`config.mk`:
```
export PLATFORM = sky130hd
export DESIGN_NAME = plane_prio_packer
export DESIGN_NICKNAME = d
export VERILOG_FILES = /design/src/rtl/ppk_pkg.sv /design/src/rtl/ppk_sorter.sv /design/src/rtl/ppk_packer.sv /design/src/rtl/plane_prio_packer.sv
export SDC_FILE = /design/constraint.sdc
export NUM_CORES = 1
export LEC_CHECK = 0
export ABC_CLOCK_PERIOD_IN_PS = 8100
export BUFFER_PORTS_ARGS = -buffer_cell sky130_fd_sc_hd__clkbuf_2
export CORE_MARGIN = 8
export CORE_UTILIZATION = 55
export DETAILED_ROUTE_END_ITERATION = 12
export MAX_ROUTING_LAYER = met4
export PLACE_DENSITY = 0.77
export SYNTH_ARGS = -nofsm -noshare
export SYNTH_HDL_FRONTEND = slang
export SYNTH_SLANG_ARGS = --single-unit
```
`constraint.sdc`:
```
create_clock -name clk_i -period 8.1 [get_ports clk_i]
set_clock_uncertainty 0.2 [all_clocks]
set_input_delay 0 -clock clk_i [delete_from_list [all_inputs] [get_ports clk_i]]
set_output_delay 0 -clock clk_i [all_outputs]
set_load 0.02 [all_outputs]
```
`src/rtl/ppk_pkg.sv`:
```
package ppk_pkg;
  localparam int unsigned ZW = 4;
  localparam int unsigned IW = 3;
  localparam int unsigned SW = 4;
  localparam int unsigned HW_PLANES = 1 << IW;

  typedef struct packed {
    logic [ZW-1:0] z;
    logic [IW-1:0] idx;
    logic          dual;
  } ppk_ent_t;

  typedef enum logic [1:0] {
    ST_IDLE = 2'd0,
    ST_INS  = 2'd1,
    ST_EMIT = 2'd2
  } ppk_state_e;
endpackage

```
`src/rtl/ppk_sorter.sv`:
```
module ppk_sorter
  import ppk_pkg::*;
#(
  parameter int unsigned N = 8,
  localparam int unsigned CW = $clog2(N + 1)
) (
  input  logic           clk_i,
  input  logic           rst_ni,
  input  logic           clr_i,
  input  logic           ins_i,
  input  ppk_ent_t       ent_i,
  input  logic [CW-1:0]  rd_ptr_i,
  output logic [IW-1:0]  rd_idx_o,
  output logic           rd_dual_o,
  output logic [CW-1:0]  count_o
);
  ppk_ent_t      ent_q [N];
  logic [CW-1:0] pos;

  // insertion point: after every stored entry with depth <= new depth (stable)
  always_comb begin
    pos = '0;
    for (int j = 0; j < N; j++)
      if (CW'(j) < count_o && ent_q[j].z <= ent_i.z) pos = pos + 1'b1;
  end

  for (genvar g = 0; g < N; g++) begin : g_slot
    if (g == 0) begin : g_head
      always_ff @(posedge clk_i or negedge rst_ni) begin
        if (!rst_ni) ent_q[g] <= '0;
        else if (ins_i && !clr_i && pos == '0) ent_q[g] <= ent_i;
      end
    end else begin : g_body
      always_ff @(posedge clk_i or negedge rst_ni) begin
        if (!rst_ni) ent_q[g] <= '0;
        else if (ins_i && !clr_i) begin
          if (CW'(g) == pos) ent_q[g] <= ent_i;
          else if (CW'(g) > pos && CW'(g) <= count_o) ent_q[g] <= ent_q[g-1];
        end
      end
      a_r2_ordered: assert property (@(posedge clk_i) disable iff (!rst_ni)
        (CW'(g) < count_o) |-> (ent_q[g-1].z <= ent_q[g].z));
    end
  end

  always_ff @(posedge clk_i or negedge rst_ni) begin
    if (!rst_ni)     count_o <= '0;
    else if (clr_i)  count_o <= '0;
    else if (ins_i)  count_o <= count_o + 1'b1;
  end

  always_comb begin
    rd_idx_o  = '0;
    rd_dual_o = 1'b0;
    for (int j = 0; j < N; j++)
      if (CW'(j) == rd_ptr_i) begin
        rd_idx_o  = ent_q[j].idx;
        rd_dual_o = ent_q[j].dual;
      end
  end

  a_r1_count_step: assert property (@(posedge clk_i) disable iff (!rst_ni)
    (ins_i && !clr_i) |=> (count_o == $past(count_o) + 1'b1));
endmodule

```
`src/rtl/ppk_packer.sv`:
```
module ppk_packer
  import ppk_pkg::*;
#(
  parameter int unsigned NUM_SLOTS = 8,
  parameter int unsigned TW = 5,
  localparam int unsigned OW = NUM_SLOTS * SW
) (
  input  logic                 clk_i,
  input  logic                 rst_ni,
  input  logic                 clr_i,
  input  logic                 place_i,
  input  logic [IW-1:0]        idx_i,
  input  logic                 dual_i,
  input  logic [TW-1:0]        eff_i,
  output logic [OW-1:0]        word_o,
  output logic [HW_PLANES-1:0] mask_o
);
  logic [TW-1:0]        k_q, k_n, p1, p2;
  logic [IW-1:0]        idx2;
  logic [SW-1:0]        val1, val2;
  logic                 ok1, ok2;
  logic [OW-1:0]        word_n;
  logic [HW_PLANES-1:0] mask_n;

  always_comb begin
    idx2   = idx_i + 1'b1;  // wraps modulo hardware plane count
    val1   = SW'(idx_i) + SW'(1);
    val2   = SW'(idx2) + SW'(1);
    ok1    = place_i && (k_q < eff_i);
    ok2    = place_i && dual_i && ((k_q + TW'(1)) < eff_i);
    p1     = eff_i - k_q - TW'(1);
    p2     = eff_i - k_q - TW'(2);
    word_n = word_o;
    mask_n = mask_o;
    for (int s = 0; s < NUM_SLOTS; s++) begin
      if (ok1 && p1 == TW'(s)) word_n[s*SW +: SW] = val1;
      if (ok2 && p2 == TW'(s)) word_n[s*SW +: SW] = val2;
    end
    if (ok1) mask_n[idx_i] = 1'b1;
    if (ok2) mask_n[idx2]  = 1'b1;
    k_n = k_q;
    if (place_i) k_n = k_q + (dual_i ? TW'(2) : TW'(1));
  end

  always_ff @(posedge clk_i or negedge rst_ni) begin
    if (!rst_ni) begin
      k_q <= '0; word_o <= '0; mask_o <= '0;
    end else if (clr_i) begin
      k_q <= '0; word_o <= '0; mask_o <= '0;
    end else begin
      k_q <= k_n; word_o <= word_n; mask_o <= mask_n;
    end
  end

  a_r5_mask_grows: assert property (@(posedge clk_i) disable iff (!rst_ni)
    !clr_i |=> (($past(mask_o) & ~mask_o) == '0));
  a_r4_slot_advance: assert property (@(posedge clk_i) disable iff (!rst_ni)
    (place_i && dual_i && !clr_i) |=> (k_q == $past(k_q) + TW'(2)));
endmodule

```
`src/rtl/plane_prio_packer.sv`:
```
module plane_prio_packer
  import ppk_pkg::*;
#(
  parameter int unsigned NUM_PLANES = 8,
  parameter int unsigned NUM_SLOTS  = 8,
  localparam int unsigned CW = $clog2(NUM_PLANES + 1),
  localparam int unsigned TW = $clog2(2 * NUM_PLANES + 1),
  localparam int unsigned OW = NUM_SLOTS * SW
) (
  input  logic                     clk_i,
  input  logic                     rst_ni,
  input  logic                     start_i,
  input  logic [NUM_PLANES-1:0]    vis_i,
  input  logic [NUM_PLANES*ZW-1:0] zpos_i,
  input  logic [NUM_PLANES*IW-1:0] hwidx_i,
  input  logic [NUM_PLANES-1:0]    dual_i,
  output logic                     busy_o,
  output logic                     done_o,
  output logic [OW-1:0]            prio_o,
  output logic [HW_PLANES-1:0]     used_o,
  output logic                     ovf_o
);
  ppk_state_e           state_q;
  logic [CW-1:0]        cnt_q;
  logic [TW-1:0]        total_q, eff;
  logic [NUM_PLANES-1:0] vis_q;
  ppk_ent_t             cap_q [NUM_PLANES];
  ppk_ent_t             cur_ent;
  logic                 cur_vis;
  logic                 accept, ins, place, emit_end;
  logic [IW-1:0]        rd_idx;
  logic                 rd_dual;
  logic [CW-1:0]        count;
  logic [OW-1:0]        word;
  logic [HW_PLANES-1:0] mask;

  assign busy_o   = (state_q != ST_IDLE);
  assign accept   = (state_q == ST_IDLE) && start_i;
  assign ins      = (state_q == ST_INS) && cur_vis;
  assign emit_end = (state_q == ST_EMIT) && (cnt_q == count);
  assign place    = (state_q == ST_EMIT) && !emit_end;
  assign eff      = (total_q > TW'(NUM_SLOTS)) ? TW'(NUM_SLOTS) : total_q;

  always_comb begin
    cur_ent = '0;
    cur_vis = 1'b0;
    for (int j = 0; j < NUM_PLANES; j++)
      if (CW'(j) == cnt_q) begin
        cur_ent = cap_q[j];
        cur_vis = vis_q[j];
      end
  end

  for (genvar g = 0; g < NUM_PLANES; g++) begin : g_cap
    always_ff @(posedge clk_i or negedge rst_ni) begin
      if (!rst_ni) cap_q[g] <= '0;
      else if (accept) begin
        cap_q[g].z    <= zpos_i[g*ZW +: ZW];
        cap_q[g].idx  <= hwidx_i[g*IW +: IW];
        cap_q[g].dual <= dual_i[g];
      end
    end
  end

  always_ff @(posedge clk_i or negedge rst_ni) begin
    if (!rst_ni) begin
      state_q <= ST_IDLE;
      cnt_q   <= '0;
      total_q <= '0;
      vis_q   <= '0;
      done_o  <= 1'b0;
      prio_o  <= '0;
      used_o  <= '0;
      ovf_o   <= 1'b0;
    end else begin
      done_o <= 1'b0;
      unique case (state_q)
        ST_IDLE: if (start_i) begin
          vis_q   <= vis_i;
          cnt_q   <= '0;
          total_q <= '0;
          state_q <= ST_INS;
        end
        ST_INS: begin
          if (cur_vis) total_q <= total_q + (cur_ent.dual ? TW'(2) : TW'(1));
          if (cnt_q == CW'(NUM_PLANES - 1)) begin
            cnt_q   <= '0;
            state_q <= ST_EMIT;
          end else cnt_q <= cnt_q + 1'b1;
        end
        ST_EMIT: begin
          if (emit_end) begin
            prio_o  <= word;
            used_o  <= mask;
            ovf_o   <= (total_q > TW'(NUM_SLOTS));
            done_o  <= 1'b1;
            state_q <= ST_IDLE;
          end else cnt_q <= cnt_q + 1'b1;
        end
        default: state_q <= ST_IDLE;
      endcase
    end
  end

  ppk_sorter #(.N(NUM_PLANES)) u_sorter (
    .clk_i     (clk_i),
    .rst_ni    (rst_ni),
    .clr_i     (accept),
    .ins_i     (ins),
    .ent_i     (cur_ent),
    .rd_ptr_i  (cnt_q),
    .rd_idx_o  (rd_idx),
    .rd_dual_o (rd_dual),
    .count_o   (count)
  );

  ppk_packer #(.NUM_SLOTS(NUM_SLOTS), .TW(TW)) u_packer (
    .clk_i   (clk_i),
    .rst_ni  (rst_ni),
    .clr_i   (accept),
    .place_i (place),
    .idx_i   (rd_idx),
    .dual_i  (rd_dual),
    .eff_i   (eff),
    .word_o  (word),
    .mask_o  (mask)
  );

  a_r8_done_pulse: assert property (@(posedge clk_i) disable iff (!rst_ni)
    done_o |=> !done_o);
  a_r8_busy_on_start: assert property (@(posedge clk_i) disable iff (!rst_ni)
    (start_i && !busy_o) |=> busy_o);
  a_r9_hold: assert property (@(posedge clk_i) disable iff (!rst_ni)
    !done_o |-> ($stable(prio_o) && $stable(used_o) && $stable(ovf_o)));
  a_r6_empty: assert property (@(posedge clk_i) disable iff (!rst_ni)
    (done_o && used_o == '0) |-> (prio_o == '0 && !ovf_o));
  a_r7_top_full: assert property (@(posedge clk_i) disable iff (!rst_ni)
    ovf_o |-> (prio_o[OW-1 -: SW] != '0 && prio_o[SW-1:0] != '0));
endmodule

```
==> metrics.md, run 1 <==
| Metric | Value |
|---|---|
| Syn Inst Count | `1603` |
| Final Cycle Share | `94.2%` |
| Worst hold path class | `in -> reg` |
| P_int | `3.30 mW` |
| Sw Pwr | `2.52 mW` |
| Slew margin rel. | `21.3%` |
| Routed WL per cell | `18.9 um` |
| Antenna viol nets, final | `0` |
| Startpoint types | `flip-flop` |
| Fin Hold WS | `0.0153 ns` |
| Clock Power Share | `20.2%` |
| Sequential Area | `5960 um^2` |
| CTS max path bufs | `3` |
| CTS tree | `built` |
| Horiz. Die Dim | `175 um` |
| GR Overflow Total | `0` |
| Initial DRC Count | `1120` |
| Die H | `175 um` |
| Area of the multi-input gates | `7540 um^2` |
| Most area-consuming cells after synthesis | `dfrtp_1, nand2_1, ha_1` |
| CP max-delay cell | `dfrtp_2` |
| Nets@finish | `1981` |
| Synth top area share | `42.9%` |
| Most frequent cells in the layout | `nand2_1, dfrtp_1, clkbuf_2, nor2_1, dlygate4sd3_1` |
| Post-synthesis async set-or-reset flop share | `100%` |
| Post-synthesis area per instance | `8.66 um^2` |
| Layout cells sized above 1 | `16.3%` |
| Global-route met3 utilization | `4.73%` |
| Grt met2 use | `43.2%` |
| First-pass GRT wire length | `66900 um` |
| Gr usage total | `27.2%` |
| Status | `finished clean` |
| Fin. Hold Viols | `0` |
| Post-synth EDFFs | `0` |
| Initial antenna violation count | `5` |
| Pin count of the biggest net entering global routing | `93` |
| Net Sw Frac | `43.3%` |
| Vias per std cell | `5.88` |
| Final setup vio count | `0` |
| Later-pin clock latency in the skew report | `0.54 ns` |
| Final HPWL DP | `26600 um` |
| Syn nets | `1752` |
| Post-synth cell types | `78` |
| Min cycle time layout | `7.63 ns` |
| Main flop type after synthesis | `dfrtp_1` |
| Synthesized area | `13900 um^2` |
| Seq pwr share | `29.6%` |
| Clk sinks | `238` |
| Setup WS pre-CTS | `-0.0904 ns` |
| Final worst slack | `0.466 ns` |
| Core Footprint | `25000 um^2` |
| Crit Path Class | `reg -> reg` |
| CP endpoint kind | `flip-flop` |
| TritonCTS buffer count | `26` |
| Most used cell, CP | `ha_1` |
| Final wirelength | `41300 um` |
| Fmax | `131 MHz` |
| Final weighted congestion in routability-driven placement | `0.961` |
| GRT busiest layer | `met2` |
| Leak | `8.25 nW` |
| Deepest level of the CTS H-tree | `1` |
| PwrDens | `341 nW/um^2` |
| Syn. warnings | `0` |
| Combinational share of power | `50.2%` |
| Least-Margin Pin Slew | `1.18 ns` |
| Vias after detailed routing | `12800` |
| Area of the die | `30600 um^2` |
| PortBufs | `117` |
| Most common cell after layout, fill and taps aside | `nand2_1` |
| Initial Util | `55.6%` |
| TritonRoute pass-1 iters | `6` |
| Crit Path Max Fanout | `21` |
| Worst endpoint data arrival time | `7.84 ns` |
| Clock-pin slew on the worst setup and hold paths | `0.06 ns` |
| Layout area overhead | `23.1%` |
| Grt met1 use | `34.3%` |
| Setup TNS Final | `0 ns` |
| Root buffer cell | `clkbuf_16` |
| Max Cap Violations | `0` |
| Max VDD drop | `0.210 mV` |
| CP max stage delay | `0.45 ns` |
| Cell Rows | `58` |
| I/O Pins | `118` |
| Number of global-route vias before repair | `13000` |
| Slew Limit Fails | `0` |
| Final routed DRC violation total | `0` |
| Post-synthesis register bit count | `238` |
| CP Data Required Time | `8.31 ns` |
| Fillcell total | `1903` |
| Cell accounting for the most synthesized area | `dfrtp_1` |
| Seq/Total Area, Yosys | `42.9%` |
[state kept, by name (all words and copies together), names as in the netlist, 5 cells and up]
name,cells
cap_q,64
u_sorter.ent_q,64
prio_o,32
u_packer.word_o,32
u_packer.mask_o,8
used_o,8
vis_q,8
total_q,5
u_packer.k_q,5
[critical path, delay by kind of cell (launching register included)]
kind            cells  cell delay (ns)
mux                 1             0.33
compound gates     14             2.19
simple gates       10             1.47
xor+xnor            3             0.81
fa+ha+maj           6             1.40
flops               1             0.45
buf+inv             5             0.63
[final timing paths]
check / start / cells past startpoint / to / slack (ns)
setup / recovery: cnt_q[1] / 39 / u_sorter.ent_q[62] / 0.47
hold / removal: hwidx_i[5] / 4 / cap_q[51] / 0.02
setup reg to reg: cnt_q[1] / 39 / u_sorter.ent_q[62] / 0.47
hold reg to reg: u_packer.mask_o[2] / 2 / used_o[2] / 0.26
max in group asynchronous: rst_ni / 4 / u_sorter.ent_q[52] / 6.30
min in group asynchronous: rst_ni / 4 / u_sorter.count_o[1] / 0.48
[routing by layer]
layer,share of wire [%],up-vias
li1,-,5973
met1,42,6239
met5,0,-
met4,3.2,0
met3,7.1,112
met2,48,516
[final cells by class]
cell class / count / share of cell area, %
sequential: 238 / 34.9
inverter: 56 / 1.23
timing repair buffer: 279 / 12.3
multi-input combinational: 1231 / 44.2
antenna: 5 / 0.0733
tap: 330 / 2.42
clock inverter: 10 / 0.711
clock buffer: 34 / 4.22
[cell usage after synthesis, types with 6 or more instances]
cell,count
a211oi_1,10
a21o_1,9
a21oi_1,53
a221oi_1,12
a22oi_1,16
a2bb2oi_1,30
a31oi_1,7
and2_1,15
buf_1,6
clkbuf_1,66
dfrtp_1,238
ha_1,71
inv_1,56
mux2_2,38
mux2i_1,17
nand2_1,463
nand2b_1,12
nand3_1,33
nand3b_1,10
nand4_1,17
nor2_1,107
nor2b_1,16
nor3_1,40
o21a_1,12
o21ai_0,61
o22a_1,9
o22ai_1,22
o31ai_1,11
xnor2_1,39
xor2_1,12
[kinds of logic (layout without fill, tap and decap cells)]
| group | Yosys count | in the layout | share of synthesized area (%) |
|---|---|---|---|
| adders and majority gates | 74 | 74 | 6.84 |
| muxes | 55 | 55 | 4.31 |
| buffers and inverters | 134 | 379 | 3.74 |
| xor gates and xnor gates | 56 | 56 | 3.99 |
| DFF | 238 | 238 | 42.9 |
| AOI/OAI and AO/OA | 303 | 303 | 15.2 |
| and+or+nand+nor | 741 | 741 | 22.9 |
| other | 2 | 7 | 0.0541 |
[power by group through the flow]
stage          combinational [mW]  clock [mW]  sequential [mW]
2_1_floorplan                1.95           0             1.61
3_3_place_gp                 2.61           0             1.71
3_5_place_dp                 2.70           0             1.71
4_1_cts                      2.77        1.18             1.70
5_1_grt                      3.22        1.23             1.74
6_report                     2.92        1.18             1.72
[stage by stage]
step | power (mW) | cell area, um^2 | util, % | std cells
2_1_floorplan | 3.56 | 13900 | - | 1603
3_3_place_gp | 4.32 | 14900 | 59.9 | 2019
3_5_place_dp | 4.41 | 14900 | 59.9 | 2019
4_1_cts | 5.65 | 16900 | 67.6 | 2168
5_1_grt | 6.20 | 17100 | 68.4 | 2183
6_report | 5.82 | 17100 | 68.4 | 2183
[what timing repair did]
action	CTS	global route
hold buffers	105	0
pin swaps	0	11
gates resized for setup	3	34
buffers inserted	0	10
endpoints found under the setup margin	25	64
hold endpoints to repair	182	0
No activity file was read; power rests on OpenSTA's default activity.
==> inputs of run 2 (changes only) <==
Settings changed: CAP_MARGIN from default to 0, CORE_MARGIN 8 to default, SLEW_MARGIN from default to 25.
==> run 2 against run 1 <==
Core utilization is 0.64 points higher; cell count is 0.82% lower; global-route usage is 6.1 points higher; total power hardly changed; fmax is 0.80% lower.
==> metrics.md, run 2 (synthesized netlist as in run 1, its figures left out) <==
| Metric | Value |
|---|---|
| Most common cell after layout, fill and taps aside | `nand2_1` |
| Leak | `8.21 nW (-0.53%)` |
| Max Cap Violations | `0 (unchanged)` |
| Crit Path Max Fanout | `13 (-38%)` |
| CTS tree | `built` |
| TritonRoute pass-1 iters | `8 (+2)` |
| Final weighted congestion in routability-driven placement | `0.962 (+0.12%)` |
| Sw Pwr | `2.54 mW (+0.60%)` |
| Setup slack, reg-to-reg | `0.40 ns (-0.06 ns)` |
| Fin. Hold Viols | `0 (unchanged)` |
| Crit Path Class | `reg -> reg` |
| Root buffer cell | `clkbuf_16` |
| Reg2Reg Depth | `37 (-5.1%)` |
| Vias after detailed routing | `13000 (+0.95%)` |
| Seq pwr share | `29.8% (+0.2 points)` |
| Worst endpoint data arrival time | `7.91 ns (+0.07 ns)` |
| Final Cycle Share | `95.0% (+0.76 points)` |
| Final worst slack | `0.405 ns (-0.0615 ns)` |
| Max VDD drop | `0.208 mV (-1.1%)` |
| Clk sinks | `238 (unchanged)` |
| Cell Rows | `57 (-1.7%)` |
| Hold EP | `cap_q[28]` |
| Initial antenna violation count | `3 (-2)` |
| Final Cell Area | `16900 um^2 (-0.81%)` |
| Slew Limit Fails | `0 (unchanged)` |
| CP max-delay cell | `or4b_4` |
| CP max stage delay | `0.62 ns (+0.17 ns)` |
| Status | `finished clean` |
| Reg2reg start | `cnt_q[1]` |
| Least-Margin Pin Slew | `1.02 ns (-0.155 ns)` |
| Placed Area | `15000 um^2 (about the same)` |
| Vias per std cell | `5.99 (+1.8%)` |
| Final Power | `5.82 mW (about the same)` |
| Die H | `161 um (-8.0%)` |
| Area of the multi-input gates | `7530 um^2 (-0.13%)` |
| Number of global-route vias before repair | `13000 (+0.41%)` |
| Layout cells sized above 1 | `16.3% (+0.034 points)` |
| Final setup vio count | `0 (unchanged)` |
| Final routed DRC violation total | `0 (unchanged)` |
| Setup WS pre-CTS | `-0.0362 ns (+0.0542 ns)` |
| Min-Delay Path Depth | `4 (unchanged)` |
| Layout area overhead | `22.1%` |
| First-pass GRT wire length | `67000 um (+0.14%)` |
| TritonCTS buffer count | `24 (-7.7%)` |
| I/O Pins | `118 (unchanged)` |
| PwrDens | `343 nW/um^2 (+0.74%)` |
| Later-pin clock latency in the skew report | `0.53 ns (about the same)` |
| Nets@finish | `1969 (-0.61%)` |
| Core Footprint | `24500 um^2 (-1.7%)` |
| Final wirelength | `41600 um (+0.80%)` |
| Area of the die | `25900 um^2 (-15%)` |
| Worst reg2reg endpoint | `u_sorter.ent_q[14]` |
| Initial DRC Count | `1193 (+6.5%)` |
| Final HPWL DP | `26600 um (about the same)` |
| Sequential Area | `5960 um^2 (unchanged)` |
| Pin count of the biggest net entering global routing | `97 (+4.3%)` |
| GR Overflow Total | `0 (unchanged)` |
| CP endpoint kind | `flip-flop` |
| Slew margin rel. | `31.2% (+9.9 points)` |
| Min cycle time layout | `7.70 ns (+0.0615 ns)` |
| Fillcell total | `1851 (-2.7%)` |
| Regs by FF count | `cap_q x64, u_sorter.ent_q x64` |
| CP Data Required Time | `8.32 ns (about the same)` |
| Routed WL per cell | `19.2 um (+1.6%)` |
| PortBufs | `117 (unchanged)` |
| Most frequent cells in the layout | `nand2_1, dfrtp_1, clkbuf_2, nor2_1, dlygate4sd3_1` |
| Net Sw Frac | `43.6% (+0.29 points)` |
| Deepest level of the CTS H-tree | `1 (unchanged)` |
| Fmax | `130 MHz (-0.80%)` |
| Clock-pin slew on the worst setup and hold paths | `0.07 ns (about the same)` |
| Most used cell, CP | `ha_1` |
| Combinational share of power | `50.1% (about the same)` |
| Horiz. Die Dim | `161 um (-8.0%)` |
| Worst hold path class | `in -> reg` |
| Initial Util | `56.6% (+0.98 points)` |
| CTS max path bufs | `3 (unchanged)` |
| Antenna viol nets, final | `0 (unchanged)` |
| Startpoint types | `flip-flop` |
| Gr usage total | `33.3% (+6.1 points)` |
| Clock Power Share | `20.1% (about the same)` |
| P_int | `3.28 mW (-0.58%)` |
| Hold wc startpoint | `zpos_i[16]` |
run 2: worst max path at each step:
stage / startpoint / endpoint / slack [ns] / cells after the start
after floorplan: cnt_q[1] / u_sorter.ent_q[56] / 0.001 / 42
after global placement: cnt_q[1] / u_sorter.ent_q[14] / 0.17 / 38
after detailed placement: cnt_q[1] / u_sorter.ent_q[14] / -0.04 / 38
after CTS: cnt_q[1] / u_sorter.ent_q[19] / 0.02 / 40
after global routing: cnt_q[1] / u_sorter.ent_q[13] / -0.04 / 40
final: cnt_q[1] / u_sorter.ent_q[14] / 0.40 / 37
run 2: metrics by stage:
step | TNS [ns] | hold WS [ns] | util, % | instances
after floorplan | 0 | -0.496 | - | 1603
after global routing | -0.362 | 0.0269 | 69.1 | 2165
after detailed placement | -0.103 | -0.120 | 60.9 | 2015
after CTS | 0 | 0.00112 | 68.2 | 2152
final | 0 | 0.0132 | 69.1 | 2165
after global placement | 0 | -0.132 | 60.9 | 2015
run 2: power groups by stage:
| stage | Combinational, mW | Clock, mW | Sequential (mW) |
|---|---|---|---|
| 2_1_floorplan | 1.95 | 0 | 1.61 |
| 3_3_place_gp | 2.61 | 0 | 1.72 |
| 3_5_place_dp | 2.71 | 0 | 1.73 |
| 4_1_cts | 2.77 | 1.17 | 1.71 |
| 5_1_grt | 3.19 | 1.23 | 1.75 |
| 6_report | 2.92 | 1.17 | 1.73 |
run 2: final cells by class:
cell class	instances	share of cell area, %
clock buffer	35	4.03
multi-input combinational	1231	44.5
tap	324	2.39
antenna	3	0.0443
clock inverter	9	0.812
timing repair buffer	269	11.8
sequential	238	35.2
inverter	56	1.24
run 2: critical path, delay by kind of cell (launching register included):
| family | cells | cell delay (ns) |
|---|---|---|
| fa+ha+maj | 6 | 1.66 |
| xor+xnor | 3 | 0.76 |
| compound gates | 16 | 2.22 |
| flops | 1 | 0.43 |
| simple gates | 8 | 1.64 |
| mux | 1 | 0.31 |
| buf+inv | 3 | 0.32 |
run 2: layer usage:
layer  global-route usage, %  share of wire, %
met1                    42.2                42
met2                    54.3                48
met3                    4.08               6.4
met4                    13.9               4.0
met5                       -                 0
run 2: what timing repair did:
item | in CTS | in global routing
endpoints found under the hold margin | 179 | 0
endpoints found under the setup margin | 4 | 64
hold buffers | 93 | 0
pin swaps | 0 | 7
buffers inserted | 0 | 10
resized for setup | 1 | 29
